$ cat src/rtl/zcg_pkg.sv
package zcg_pkg;
  typedef enum logic {
    ST_IDLE = 1'b0,
    ST_WAIT = 1'b1
  } zc_state_e;
endpackage

$ cat src/rtl/zcg_edge_det.sv
module zcg_edge_det (
  input  logic clk,
  input  logic rst_n,
  input  logic sign_neg,
  output logic rise
);
  logic sign_q;

  always_ff @(posedge clk or negedge rst_n) begin
    if (!rst_n) sign_q <= 1'b0;
    else        sign_q <= sign_neg;
  end

  // negative at the previous sample, non-negative now
  assign rise = sign_q & ~sign_neg;
endmodule

$ cat src/rtl/zcg_timer.sv
module zcg_timer #(
  parameter int TIMEOUT_TICKS = 16
) (
  input  logic clk,
  input  logic rst_n,
  input  logic clear,
  input  logic run,
  input  logic tick,
  output logic expire
);
  localparam int CNT_W = $clog2(TIMEOUT_TICKS + 1);
  localparam logic [CNT_W-1:0] LAST = CNT_W'(TIMEOUT_TICKS - 1);

  logic [CNT_W-1:0] cnt;

  assign expire = run & tick & (cnt == LAST);

  always_ff @(posedge clk or negedge rst_n) begin
    if (!rst_n)              cnt <= '0;
    else if (clear || !run)  cnt <= '0;
    else if (expire)         cnt <= '0;
    else if (tick)           cnt <= cnt + 1'b1;
  end

  p_count_bound_r5: assert property (@(posedge clk) disable iff (!rst_n)
    32'(cnt) < TIMEOUT_TICKS);
endmodule

$ cat src/rtl/zcg_decode.sv
module zcg_decode #(
  parameter int CODE_W  = 8,
  parameter int TOP_HDB = 63
) (
  input  logic [CODE_W-1:0]        code,
  output logic                     mute,
  output logic signed [CODE_W:0]   gain
);
  localparam int GAIN_W = CODE_W + 1;
  localparam int OFFSET = (1 << CODE_W) - 1 - TOP_HDB;

  always_comb begin
    mute = (code == '0);
    if (mute) gain = '0;
    else      gain = $signed(GAIN_W'(code)) - $signed(GAIN_W'(OFFSET));
  end
endmodule

$ cat src/rtl/zcg_channel.sv
module zcg_channel
  import zcg_pkg::*;
#(
  parameter int CODE_W        = 8,
  parameter int TIMEOUT_TICKS = 16
) (
  input  logic              clk,
  input  logic              rst_n,
  input  logic              zc_en,
  input  logic              tick,
  input  logic              sign_neg,
  input  logic              upd_valid,
  input  logic [CODE_W-1:0] upd_code,
  output logic [CODE_W-1:0] act_code
);
  zc_state_e         st, st_n;
  logic [CODE_W-1:0] pend, pend_n, act, act_n;
  logic              rise, expire, restart;

  zcg_edge_det u_edge (
    .clk      (clk),
    .rst_n    (rst_n),
    .sign_neg (sign_neg),
    .rise     (rise)
  );

  zcg_timer #(.TIMEOUT_TICKS(TIMEOUT_TICKS)) u_timer (
    .clk    (clk),
    .rst_n  (rst_n),
    .clear  (restart),
    .run    (st == ST_WAIT),
    .tick   (tick),
    .expire (expire)
  );

  always_comb begin
    st_n    = st;
    pend_n  = pend;
    act_n   = act;
    restart = 1'b0;
    if (upd_valid) begin
      if (!zc_en) begin
        act_n = upd_code;
        st_n  = ST_IDLE;
      end else begin
        pend_n  = upd_code;
        st_n    = ST_WAIT;
        restart = 1'b1;
      end
    end else if (st == ST_WAIT) begin
      if (!zc_en || rise || expire) begin
        act_n = pend;
        st_n  = ST_IDLE;
      end
    end
  end

  always_ff @(posedge clk or negedge rst_n) begin
    if (!rst_n) begin
      st   <= ST_IDLE;
      pend <= '0;
      act  <= '0;
    end else begin
      st   <= st_n;
      pend <= pend_n;
      act  <= act_n;
    end
  end

  assign act_code = act;

  p_direct_apply_r2: assert property (@(posedge clk) disable iff (!rst_n)
    (upd_valid && !zc_en) |=> (act == $past(upd_code)));

  p_hold_r3: assert property (@(posedge clk) disable iff (!rst_n)
    (st == ST_WAIT && zc_en && !upd_valid && !rise && !expire) |=> $stable(act));

  p_cross_apply_r4: assert property (@(posedge clk) disable iff (!rst_n)
    (st == ST_WAIT && zc_en && !upd_valid && rise) |=> (act == $past(pend) && st == ST_IDLE));

  p_update_restart_r6: assert property (@(posedge clk) disable iff (!rst_n)
    (upd_valid && zc_en) |=> (st == ST_WAIT && pend == $past(upd_code) && $stable(act)));

  p_enable_drop_r7: assert property (@(posedge clk) disable iff (!rst_n)
    (st == ST_WAIT && !zc_en && !upd_valid) |=> (act == $past(pend)));
endmodule

$ cat src/rtl/zc_gain_updater.sv
module zc_gain_updater #(
  parameter int NUM_CH        = 4,
  parameter int CODE_W        = 8,
  parameter int TOP_HDB       = 63,
  parameter int TIMEOUT_TICKS = 16
) (
  input  logic                         clk,
  input  logic                         rst_n,
  input  logic                         zc_en,
  input  logic                         tick_1ms,
  input  logic [NUM_CH-1:0]            sign_neg,
  input  logic [NUM_CH-1:0]            upd_valid,
  input  logic [NUM_CH*CODE_W-1:0]     upd_code,
  output logic [NUM_CH-1:0]            upd_ready,
  output logic [NUM_CH*CODE_W-1:0]     act_code,
  output logic [NUM_CH-1:0]            mute,
  output logic [NUM_CH*(CODE_W+1)-1:0] gain_hdb
);
  localparam int GAIN_W = CODE_W + 1;

  assign upd_ready = '1;

  for (genvar c = 0; c < NUM_CH; c++) begin : g_ch
    logic [CODE_W-1:0]        code_c;
    logic signed [GAIN_W-1:0] gain_c;

    zcg_channel #(
      .CODE_W        (CODE_W),
      .TIMEOUT_TICKS (TIMEOUT_TICKS)
    ) u_chan (
      .clk       (clk),
      .rst_n     (rst_n),
      .zc_en     (zc_en),
      .tick      (tick_1ms),
      .sign_neg  (sign_neg[c]),
      .upd_valid (upd_valid[c]),
      .upd_code  (upd_code[c*CODE_W +: CODE_W]),
      .act_code  (code_c)
    );

    zcg_decode #(
      .CODE_W  (CODE_W),
      .TOP_HDB (TOP_HDB)
    ) u_dec (
      .code (code_c),
      .mute (mute[c]),
      .gain (gain_c)
    );

    assign act_code[c*CODE_W +: CODE_W] = code_c;
    assign gain_hdb[c*GAIN_W +: GAIN_W] = gain_c;
  end
endmodule

$ cat config.mk
export PLATFORM = sky130hd
export DESIGN_NAME = zc_gain_updater
export DESIGN_NICKNAME = d
export VERILOG_FILES = /design/src/rtl/zcg_pkg.sv /design/src/rtl/zcg_edge_det.sv /design/src/rtl/zcg_timer.sv /design/src/rtl/zcg_decode.sv /design/src/rtl/zcg_channel.sv /design/src/rtl/zc_gain_updater.sv
export SDC_FILE = /design/constraint.sdc
export NUM_CORES = 1
export LEC_CHECK = 0
export CAP_MARGIN = 20
export CORE_MARGIN = 8
export CORE_UTILIZATION = 47
export DETAILED_ROUTE_END_ITERATION = 7
export DONT_BUFFER_PORTS = 1
export GPL_ROUTABILITY_DRIVEN = 0
export SYNTH_ARGS = -nofsm -noshare
export SYNTH_HDL_FRONTEND = slang
export SYNTH_SLANG_ARGS = --single-unit
$ cat constraint.sdc
create_clock -name clk -period 2.3 [get_ports clk]
set_input_delay 0.46 -clock clk [delete_from_list [all_inputs] [get_ports clk]]
set_output_delay 0.46 -clock clk [all_outputs]
set_load 0.02 [all_outputs]
==> results of run 1 <==
-- power by group through the flow --
stage	sequential (mW)	combinational [mW]	clock, mW
4_1_cts	2.27	0.892	1.22
3_3_place_gp	2.28	0.834	0
6_report	2.27	0.903	1.16
2_1_floorplan	2.21	0.761	0
3_5_place_dp	2.29	0.850	0
5_1_grt	2.31	0.981	1.27
-- sequential cells by signal, summed over array words and instances, names as in the netlist --
| signal | cells |
|---|---|
| g_ch.u_chan.act_code | 32 |
| g_ch.u_chan.pend | 32 |
| g_ch.u_chan.st | 4 |
| g_ch.u_chan.u_edge.sign_q | 4 |
| g_ch.u_chan.u_timer.cnt | 20 |
-- worst max-delay path, delay by kind of cell (launching register included) --
kind / cells / cell delay, ps
adders and majority gates: 1 / 120
buffers and inverters: 2 / 220
DFF: 1 / 400
and+or+nand+nor: 3 / 740
-- area by class of cell --
| type | count | area, µm² | share of cell area, % |
|---|---|---|---|
| timing repair buffer | 29 | 218 | 4.47 |
| tap | 111 | 139 | 2.85 |
| multi-input combinational | 227 | 1950 | 39.9 |
| clock inverter | 5 | 67.6 | 1.39 |
| inverter | 13 | 48.8 | 1.00 |
| sequential | 92 | 2300 | 47.3 |
| clock buffer | 11 | 151 | 3.11 |
-- stage by stage --
stage	std cells	utilization (%)	total power, mW	instance area, µm²	setup TNS [ps]
2_1_floorplan	373	-	2.97	4450	0
3_3_place_gp	463	49.4	3.11	4550	0
3_5_place_dp	463	49.4	3.14	4550	0
4_1_cts	484	52.6	4.38	4840	-90.6
5_1_grt	488	53.0	4.56	4870	-490
6_report	488	53.0	4.33	4870	-4.40
-- path summary, 6_finish.rpt --
kind,startpoint,slack (ps),to,cells after the start
max,g_ch[3].u_chan.act_code[7],-4,gain_hdb[35],6
min,rst_n,-210,g_ch[2].u_chan.pend[5],0
max reg2reg,g_ch[2].u_chan.u_timer.cnt[0],450,g_ch[2].u_chan.act_code[2],5
min reg2reg,g_ch[1].u_chan.pend[5],510,g_ch[1].u_chan.pend[5],1
max in group asynchronous,rst_n,2370,g_ch[0].u_chan.u_timer.cnt[0],0
min in group clk,sign_neg[3],120,g_ch[3].u_chan.u_edge.sign_q,0
-- routing by layer --
layer,vias to the layer above,share of wire [%],global-route usage [%]
li1,1263,-,-
met1,1316,41,15.6
met2,64,48,22.1
met3,14,9.1,5.75
met4,0,1.9,6.66
met5,-,0,0
-- cell usage in the layout (no fill, tap or decap) --
master,instances
o21ai_2,2
inv_2,4
inv_1,9
nand3b_1,5
nor2_1,19
xor2_1,5
bufinv_16,1
clkbuf_8,11
nor3_2,3
nand3_1,7
nand2_1,23
nor4_4,2
nor2b_1,1
conb_1,4
and3_1,1
and3_2,1
or4b_4,2
buf_4,29
or3_1,6
nand2b_1,4
inv_6,1
clkinv_4,2
o2bb2ai_1,1
nor3_4,1
mux2i_1,19
nand4_2,1
mux2_2,80
ha_1,12
inv_8,1
o221ai_2,2
nor4_1,2
nand4_1,4
dfrtp_1,92
nor3_1,4
a21oi_1,12
o31ai_1,4
-- kinds of logic after synthesis --
kind of cell,count (synthesis)
multiplexers,99
flip-flops,92
AND/OR/NAND/NOR,86
buffers and inverters,54
AO/OA/AOI/OAI,21
adder cells (fa/ha/maj),12
XOR/XNOR,5
other,1
-- what timing repair did --
item	in CTS	in global routing
cloned	0	0
gates resized for setup	8	3
endpoints found under the setup margin	6	8
hold endpoints to repair	92	92
buffers inserted	5	4
==> qor.yml, run 1 <==
clock_tree:
  cts_tree: "done"
  cts_buffer_depth: 2
  numClockSinks: 92
  total_cts_buffers: 9
  cts-root-buf: "clkbuf_8"
  clkLatencyLatePin_ps: 360
  clkTransAtPathRegs_ps: 90
  htree_levels: 3
setup_path:
  critical_path.slowest_cell: "or4b_4"
  crit_type: "flip-flop to output pin"
  crit_path_cells: "inv_2 > ha_1 > or4b_4 > nor4_4 > nor2_1 > buf_4"
  critPathRequiredTime_ps: 1840
  worstSetupStartpointType: "flip-flop"
  worst_path_largest_cell_delay_ps: 470
  crit_fanout: 3
  cp-end-kind: "output pin"
  timing.critical_path.arrival_ps: 1840
place:
  hpwl_after_dpl_um: 5970
  pre_cts_setup_slack_ps: 217
  buffer_ports.inserted: 0
outcome:
  run_status: "finished with violations"
  failing_checks: "hold timing, setup timing"
timing:
  hold_viol_final: 92
  period_needed_ps: 2300
  final.hold.worst_slack_ps: -215
  finalMaxSlewViolations: 0
  rsz0062_at_grt: "true"
  timing.max_slew.rel_slack_pct: 59.7
  setup_viol: 2
  period_share_pct: 100
  timing_worst_slew_pin_value_ps: 604
  worst_clock_skew_ps: 9.67
  postLayoutSetupSlackWorst_ps: -3.94
  max_clock_freq_mhz: 434
synth:
  ys_seq_area_share_pct: 51.8
  synth_seq_cells: 92
  synth.cells.most_frequent: "92 x dfrtp_1, 80 x mux2_2, 25 x clkbuf_1"
  synth_top_family_by_area: "multiplexers"
  synth_fa_ha_area_share_pct: 3.38
  post_synth_xor_area_fraction_pct: 0.986
  synth.top_cell.area_share_pct: 51.8
  synth.distinct_cells: 30
  synth-async-reset-ratio_pct: 100
  postSynth.topFlopCell: "dfrtp_1"
  synthDominantAreaCellType: "dfrtp_1"
  post_synth_instance_area_um2: 4440
  most_frequently_used_cell_type_in_the_post_synthesis_netlist: "dfrtp_1"
  synth_cells: 370
  synth_area_leaders: "dfrtp_1 52%, mux2_2 20%, mux2i_1 4.3%"
  synth_compound_gate_area_share_pct: 3.30
  synthesis.yosys.warnings: 0
  post_synth_edffs: 0
  mean_syn_cell_area_um2: 12.0
  synth_simple_gate_area_share_pct: 10.4
  muxShareOfSynthArea_pct: 24.6
drt:
  detail_route.wirelength_um: 8580
  via_count_of_the_routed_design: 2657
  detail_route.vias_per_cell: 5.44
  post-route-drc-count: 0
  drtIter0Drc: 63
  detail-route-antenna-nets: 0
  drt_first_pass_iters: 4
  drt-wirelength-per-cell_um: 17.6
power_and_ir_drop:
  power.leakage_nw: 2.17
  netSwitchingFraction_pct: 33.9
  power.share.clock_pct: 26.9
  p_per_area_nw_per_um2: 889
  vdd_drop_max_uv: 426
  comb_power_share_pct: 20.8
  p_switching_mw: 1.47
  p_int_mw: 2.86
  seq_power_share_pct: 52.3
global_route:
  antenna_violations_before_repair: 0
  largest_net_degree_at_the_start_of_global_routing: 93
  first_pass_grt_wire_length_um: 14100
  grt_overflow_total: 0
  vias_in_the_first_global_route: 2841
  groute.usage.overall_pct: 13.8
die:
  floorplan.core_area_um2: 9200
  start_util_pct: 48.3
  boundaryPins: 120
  floorplan.rows: 35
  chipWidth_um: 113
  die_y_um: 113
  die_area_um2: 12800
cells_and_area:
  num-fill-cells: 848
  area.growth.synth_to_final_pct: 9.72
  layout-drive-gt1-share_pct: 37.9
  num-nets-final: 428
  antennaDiodeCount: 0
min_path:
  hold_path_class: "primary input to asynchronous set/reset pin"
run:
  max_cap_violations: 0
Note: power is estimated with default switching activity, not from simulation.
==> run 2: changes to the inputs <==
--- a/config.mk
+++ b/config.mk
@@ -6,7 +6,7 @@
 export NUM_CORES = 1
 export LEC_CHECK = 0
 export CAP_MARGIN = 20
-export CORE_MARGIN = 8
+export CORE_MARGIN = 2
 export CORE_UTILIZATION = 47
 export DETAILED_ROUTE_END_ITERATION = 7
 export DONT_BUFFER_PORTS = 1
==> qor.yml, run 2 (synthesized netlist as in run 1, its figures left out) <==
place:
  placed_area_um2: 4570
  dp.cells: 466
  buffer_ports.inserted: 0
  hpwl_after_dpl_um: 5330
timing:
  timing_worst_slew_pin_value_ps: 546
  timing.max_slew.rel_slack_pct: 63.6
  setup_viol: 0
  period_share_pct: 99.9
  rsz0062_at_grt: "true"
  hold_viol_final: 92
  final.hold.worst_slack_ps: -205
  period_needed_ps: 2300
  finalMaxSlewViolations: 0
  max_clock_freq_mhz: 435
  worst_clock_skew_ps: 7.49
clock_tree:
  total_cts_buffers: 9
  clkLatencyLatePin_ps: 350
  clkTransAtPathRegs_ps: 80
  cts_tree: "done"
  cts-root-buf: "clkbuf_8"
  htree_levels: 3
  cts_buffer_depth: 2
  numClockSinks: 92
drt:
  drtIter0Drc: 97
  via_count_of_the_routed_design: 2692
  drt-wirelength-per-cell_um: 16.1
  detail_route.wirelength_um: 7830
  post-route-drc-count: 0
  drt_first_pass_iters: 4
  detail-route-antenna-nets: 0
  detail_route.vias_per_cell: 5.54
cells_and_area:
  layout.core_utilization_pct: 53.0
  layout-drive-gt1-share_pct: 37.9
  layout.cell_area.non_filler_um2: 4880
  final-instance-count-excl-fill: 486
  antennaDiodeCount: 0
  num-nets-final: 426
  final_cell_mix: "92 x dfrtp_1, 80 x mux2_2, 27 x buf_4"
  final_common_cell: "dfrtp_1"
  num-fill-cells: 818
  area.growth.synth_to_final_pct: 9.81
  multi_input_gate_area_in_the_final_layout_um2: 1970
  sequential_cell_area_um2: 2300
setup_path:
  crit_type: "flip-flop to output pin"
  ff2ff_path_depth: 5
  critPathLaunch: "g_ch[1].u_chan.act_code[7]"
  worst_r2r_endpoint: "g_ch[3].u_chan.act_code[2]"
  cp-end-kind: "output pin"
  reg2reg_setup_slack_ps: 500
  crit_fanout: 3
  crit_end: "gain_hdb[17]"
  timing.critical_path.arrival_ps: 1840
  worst_r2r_startpoint: "g_ch[3].u_chan.u_timer.cnt[0]"
  worstSetupStartpointType: "flip-flop"
  critPathRequiredTime_ps: 1840
die:
  floorplan.rows: 35
  floorplan.core_area_um2: 9200
  start_util_pct: 48.3
  chipWidth_um: 101
  die_area_um2: 10200
  die_y_um: 101
  boundaryPins: 120
global_route:
  largest_net_degree_at_the_start_of_global_routing: 93
  grt_overflow_total: 0
  first_pass_grt_wire_length_um: 12800
  antenna_violations_before_repair: 0
  groute.usage.overall_pct: 16.1
  vias_in_the_first_global_route: 2704
power_and_ir_drop:
  vdd_drop_max_uv: 427
  p_per_area_nw_per_um2: 891
  power.leakage_nw: 2.16
  report.power.total_mw: 4.34
outcome:
  run_status: "finished with violations"
  failing_checks: "hold timing"
run:
  max_cap_violations: 0
min_path:
  hold_path_class: "primary input to asynchronous set/reset pin"
[run 2: layout make-up]
type                            count  area share, %
Multi-Input combinational cell    227           40.3
Sequential cell                    92           47.2
Timing Repair Buffer               27           4.16
Clock buffer                       12           2.98
Inverter                           13           1.00
Tap cell                          111           2.85
Clock inverter                      4           1.49
[run 2: worst min path at each step]
| stage | start | endpoint | slack (ps) | depth (start not counted) |
|---|---|---|---|---|
| 4_1_cts | rst_n | g_ch[2].u_chan.pend[5] | -230 | 0 |
| 6_report | rst_n | g_ch[2].u_chan.pend[5] | -200 | 0 |
| 3_5_place_dp | rst_n | g_ch[2].u_chan.pend[5] | 170 | 0 |
| 3_3_place_gp | rst_n | g_ch[2].u_chan.pend[5] | 170 | 0 |
| 5_1_grt | rst_n | g_ch[2].u_chan.act_code[2] | -240 | 0 |
| 2_1_floorplan | rst_n | g_ch[0].u_chan.act_code[0] | 160 | 0 |
[run 2: per-stage QoR]
step                setup WS [ps]  TNS [ps]
finish                       2.12         0
global route                 -124      -566
CTS                         -39.4     -90.1
detailed placement            191         0
global placement              261         0
floorplan                     226         0
[run 2: critical path, stage by stage, from the launching register on]
cell and delay [ps]:
dfrtp_1 400, inv_2 60, ha_1 120, or4b_4 470, nor4_4 200, nor2_1 70, buf_4 160
[run 2: metal layers]
| layer | vias to the layer above | GRT usage, % | wire length (µm) |
|---|---|---|---|
| li1 | 1261 | - | - |
| met1 | 1351 | 21.2 | 3370 |
| met2 | 72 | 25.3 | 3870 |
| met3 | 8 | 5.87 | 498 |
| met4 | 0 | 4.78 | 82 |
| met5 | - | 0 | 0 |
[run 2: where the power goes]
group | internal [mW] | switching (mW)
sequential | 1.85 | 0.375
clock | 0.641 | 0.534
combinational | 0.445 | 0.500
total | 2.93 | 1.41
[run 2: repair_timing]
item / 4_1_cts / 5_1_grt
resized for setup: 10 / 5
setup buffers: 3 / 1
endpoints found under the setup margin: 6 / 10
hold endpoints to repair: 92 / 92
==> run 3: changes to the inputs <==
--- a/config.mk
+++ b/config.mk
@@ -7,10 +7,11 @@
 export LEC_CHECK = 0
 export CAP_MARGIN = 20
 export CORE_MARGIN = 2
-export CORE_UTILIZATION = 47
+export CORE_UTILIZATION = 63
 export DETAILED_ROUTE_END_ITERATION = 7
 export DONT_BUFFER_PORTS = 1
 export GPL_ROUTABILITY_DRIVEN = 0
+export PLACE_DENSITY = 0.79
 export SYNTH_ARGS = -nofsm -noshare
 export SYNTH_HDL_FRONTEND = slang
 export SYNTH_SLANG_ARGS = --single-unit
==> qor.yml, run 3 (synthesized netlist as in run 1, its figures left out) <==
outcome:
  run_status: "finished with violations"
  failing_checks: "hold timing, setup timing"
global_route:
  antenna_violations_before_repair: 0
  largest_net_degree_at_the_start_of_global_routing: 93
  first_pass_grt_wire_length_um: 12800
  groute.usage.overall_pct: 21.8
  grt_overflow_total: 0
  vias_in_the_first_global_route: 2794
die:
  chipWidth_um: 88.0
  start_util_pct: 65.4
  floorplan.rows: 30
  boundaryPins: 120
  die_area_um2: 7740
  floorplan.core_area_um2: 6790
  die_y_um: 88.0
drt:
  drt-wirelength-per-cell_um: 16.6
  post-route-drc-count: 0
  detail_route.wirelength_um: 7770
  detail-route-antenna-nets: 0
  detail_route.vias_per_cell: 5.64
  drtIter0Drc: 115
  drt_first_pass_iters: 4
  via_count_of_the_routed_design: 2641
setup_path:
  timing.critical_path.arrival_ps: 1880
  crit_fanout: 3
  reg2reg_setup_slack_ps: 420
  critPathLaunch: "g_ch[1].u_chan.act_code[6]"
  wp_depth: 6
  ff2ff_path_depth: 5
  cp-end-kind: "output pin"
  worst_path_buf_inv: 2
  critical_path.slowest_cell: "or4b_4"
  crit_end: "gain_hdb[15]"
  worst_path_largest_cell_delay_ps: 470
  critPathRequiredTime_ps: 1840
  worst_r2r_endpoint: "g_ch[2].u_chan.act_code[2]"
  worst_r2r_startpoint: "g_ch[2].u_chan.u_timer.cnt[0]"
  crit_path_cells: "inv_2 > ha_4 > or4b_4 > nor4_4 > nor2_1 > buf_4"
  cp_top_family: "simple AND/OR/NAND/NOR gates"
  worstSetupStartpointType: "flip-flop"
  crit_type: "flip-flop to output pin"
cells_and_area:
  area.growth.synth_to_final_pct: 8.20
  final_cell_mix: "92 x dfrtp_1, 80 x mux2_2, 24 x buf_4"
  layout-drive-gt1-share_pct: 37.6
  num-fill-cells: 457
  antennaDiodeCount: 0
  final_common_cell: "dfrtp_1"
  final-instance-count-excl-fill: 468
  num-nets-final: 423
  sequential_cell_area_um2: 2300
  layout.core_utilization_pct: 70.7
  multi_input_gate_area_in_the_final_layout_um2: 1960
clock_tree:
  clkLatencyLatePin_ps: 360
  cts-root-buf: "clkbuf_8"
  cts_tree: "done"
  total_cts_buffers: 9
  cts_buffer_depth: 2
  htree_levels: 3
  clkTransAtPathRegs_ps: 90
  numClockSinks: 92
timing:
  finalMaxSlewViolations: 0
  postLayoutSetupSlackWorst_ps: -43.2
  hold_viol_final: 92
  setup_viol: 2
  timing_worst_slew_pin_value_ps: 646
  max_clock_freq_mhz: 427
  worst_clock_skew_ps: 8.70
  timing.max_slew.rel_slack_pct: 56.9
  final.hold.worst_slack_ps: -213
  period_needed_ps: 2340
  period_share_pct: 102
  rsz0062_at_grt: "true"
power_and_ir_drop:
  vdd_drop_max_uv: 568
  p_per_area_nw_per_um2: 878
  power.leakage_nw: 2.13
  report.power.total_mw: 4.22
place:
  buffer_ports.inserted: 0
  hpwl_after_dpl_um: 5380
  pre_cts_setup_slack_ps: 163
  dp.cells: 448
min_path:
  hold_path_class: "primary input to asynchronous set/reset pin"
run:
  max_cap_violations: 0
==> run 3: how the worst min path moves through the flow <==
stage	from	end	slack, ps	depth (start not counted)
2_1_floorplan	rst_n	g_ch[0].u_chan.act_code[0]	160	0
3_3_place_gp	rst_n	g_ch[2].u_chan.act_code[3]	170	0
3_5_place_dp	rst_n	g_ch[2].u_chan.act_code[3]	170	0
4_1_cts	rst_n	g_ch[2].u_chan.pend[0]	-230	0
5_1_grt	rst_n	g_ch[2].u_chan.act_code[2]	-240	0
6_report	rst_n	g_ch[2].u_chan.act_code[3]	-210	0
==> run 3: power breakdown <==
part	internal, mW	leakage [nW]	switching [mW]	total [mW]
clock	0.503	0.0927	0.563	1.07
combinational	0.433	0.909	0.475	0.908
sequential	1.85	1.13	0.399	2.25
total	2.78	2.13	1.44	4.22
==> run 3: area by class of cell <==
cell class / instances / area share (%)
flip-flops and latches: 92 / 47.9
clock buffers: 10 / 2.66
clock inverters: 6 / 1.33
multi-input cells: 227 / 40.8
inverters: 13 / 1.02
repair buffers: 24 / 3.75
well taps: 96 / 2.50
==> run 3: layer usage <==
layer,routed length [µm],vias up,track usage [%]
met5,0,-,0
met4,115,0,7.83
met3,519,9,7.26
met2,3910,74,36.4
met1,3220,1302,26.6
li1,-,1256,-
==> run 3: what timing repair did <==
item	CTS	global route
endpoints found under the hold margin	92	92
pin swaps	1	1
setup buffers	3	1
endpoints found under the setup margin	8	8
gates resized for setup	11	4
==> run 3: per-stage QoR <==
stage | cell area (µm²) | hold WS, ps | setup TNS, ps
CTS | 4790 | -233 | -140
floorplan | 4450 | 164 | 0
finish | 4800 | -213 | -79.8
detailed placement | 4530 | 167 | 0
global placement | 4530 | 166 | 0
global route | 4800 | -242 | -693
==> run 3: worst register-to-register path, stage by stage, from the launching register on <==
cell and delay [ps]:
dfrtp_1 420, ha_1 230, nand4_2 120, nor3_4 70, o221ai_2 530, mux2_2 410
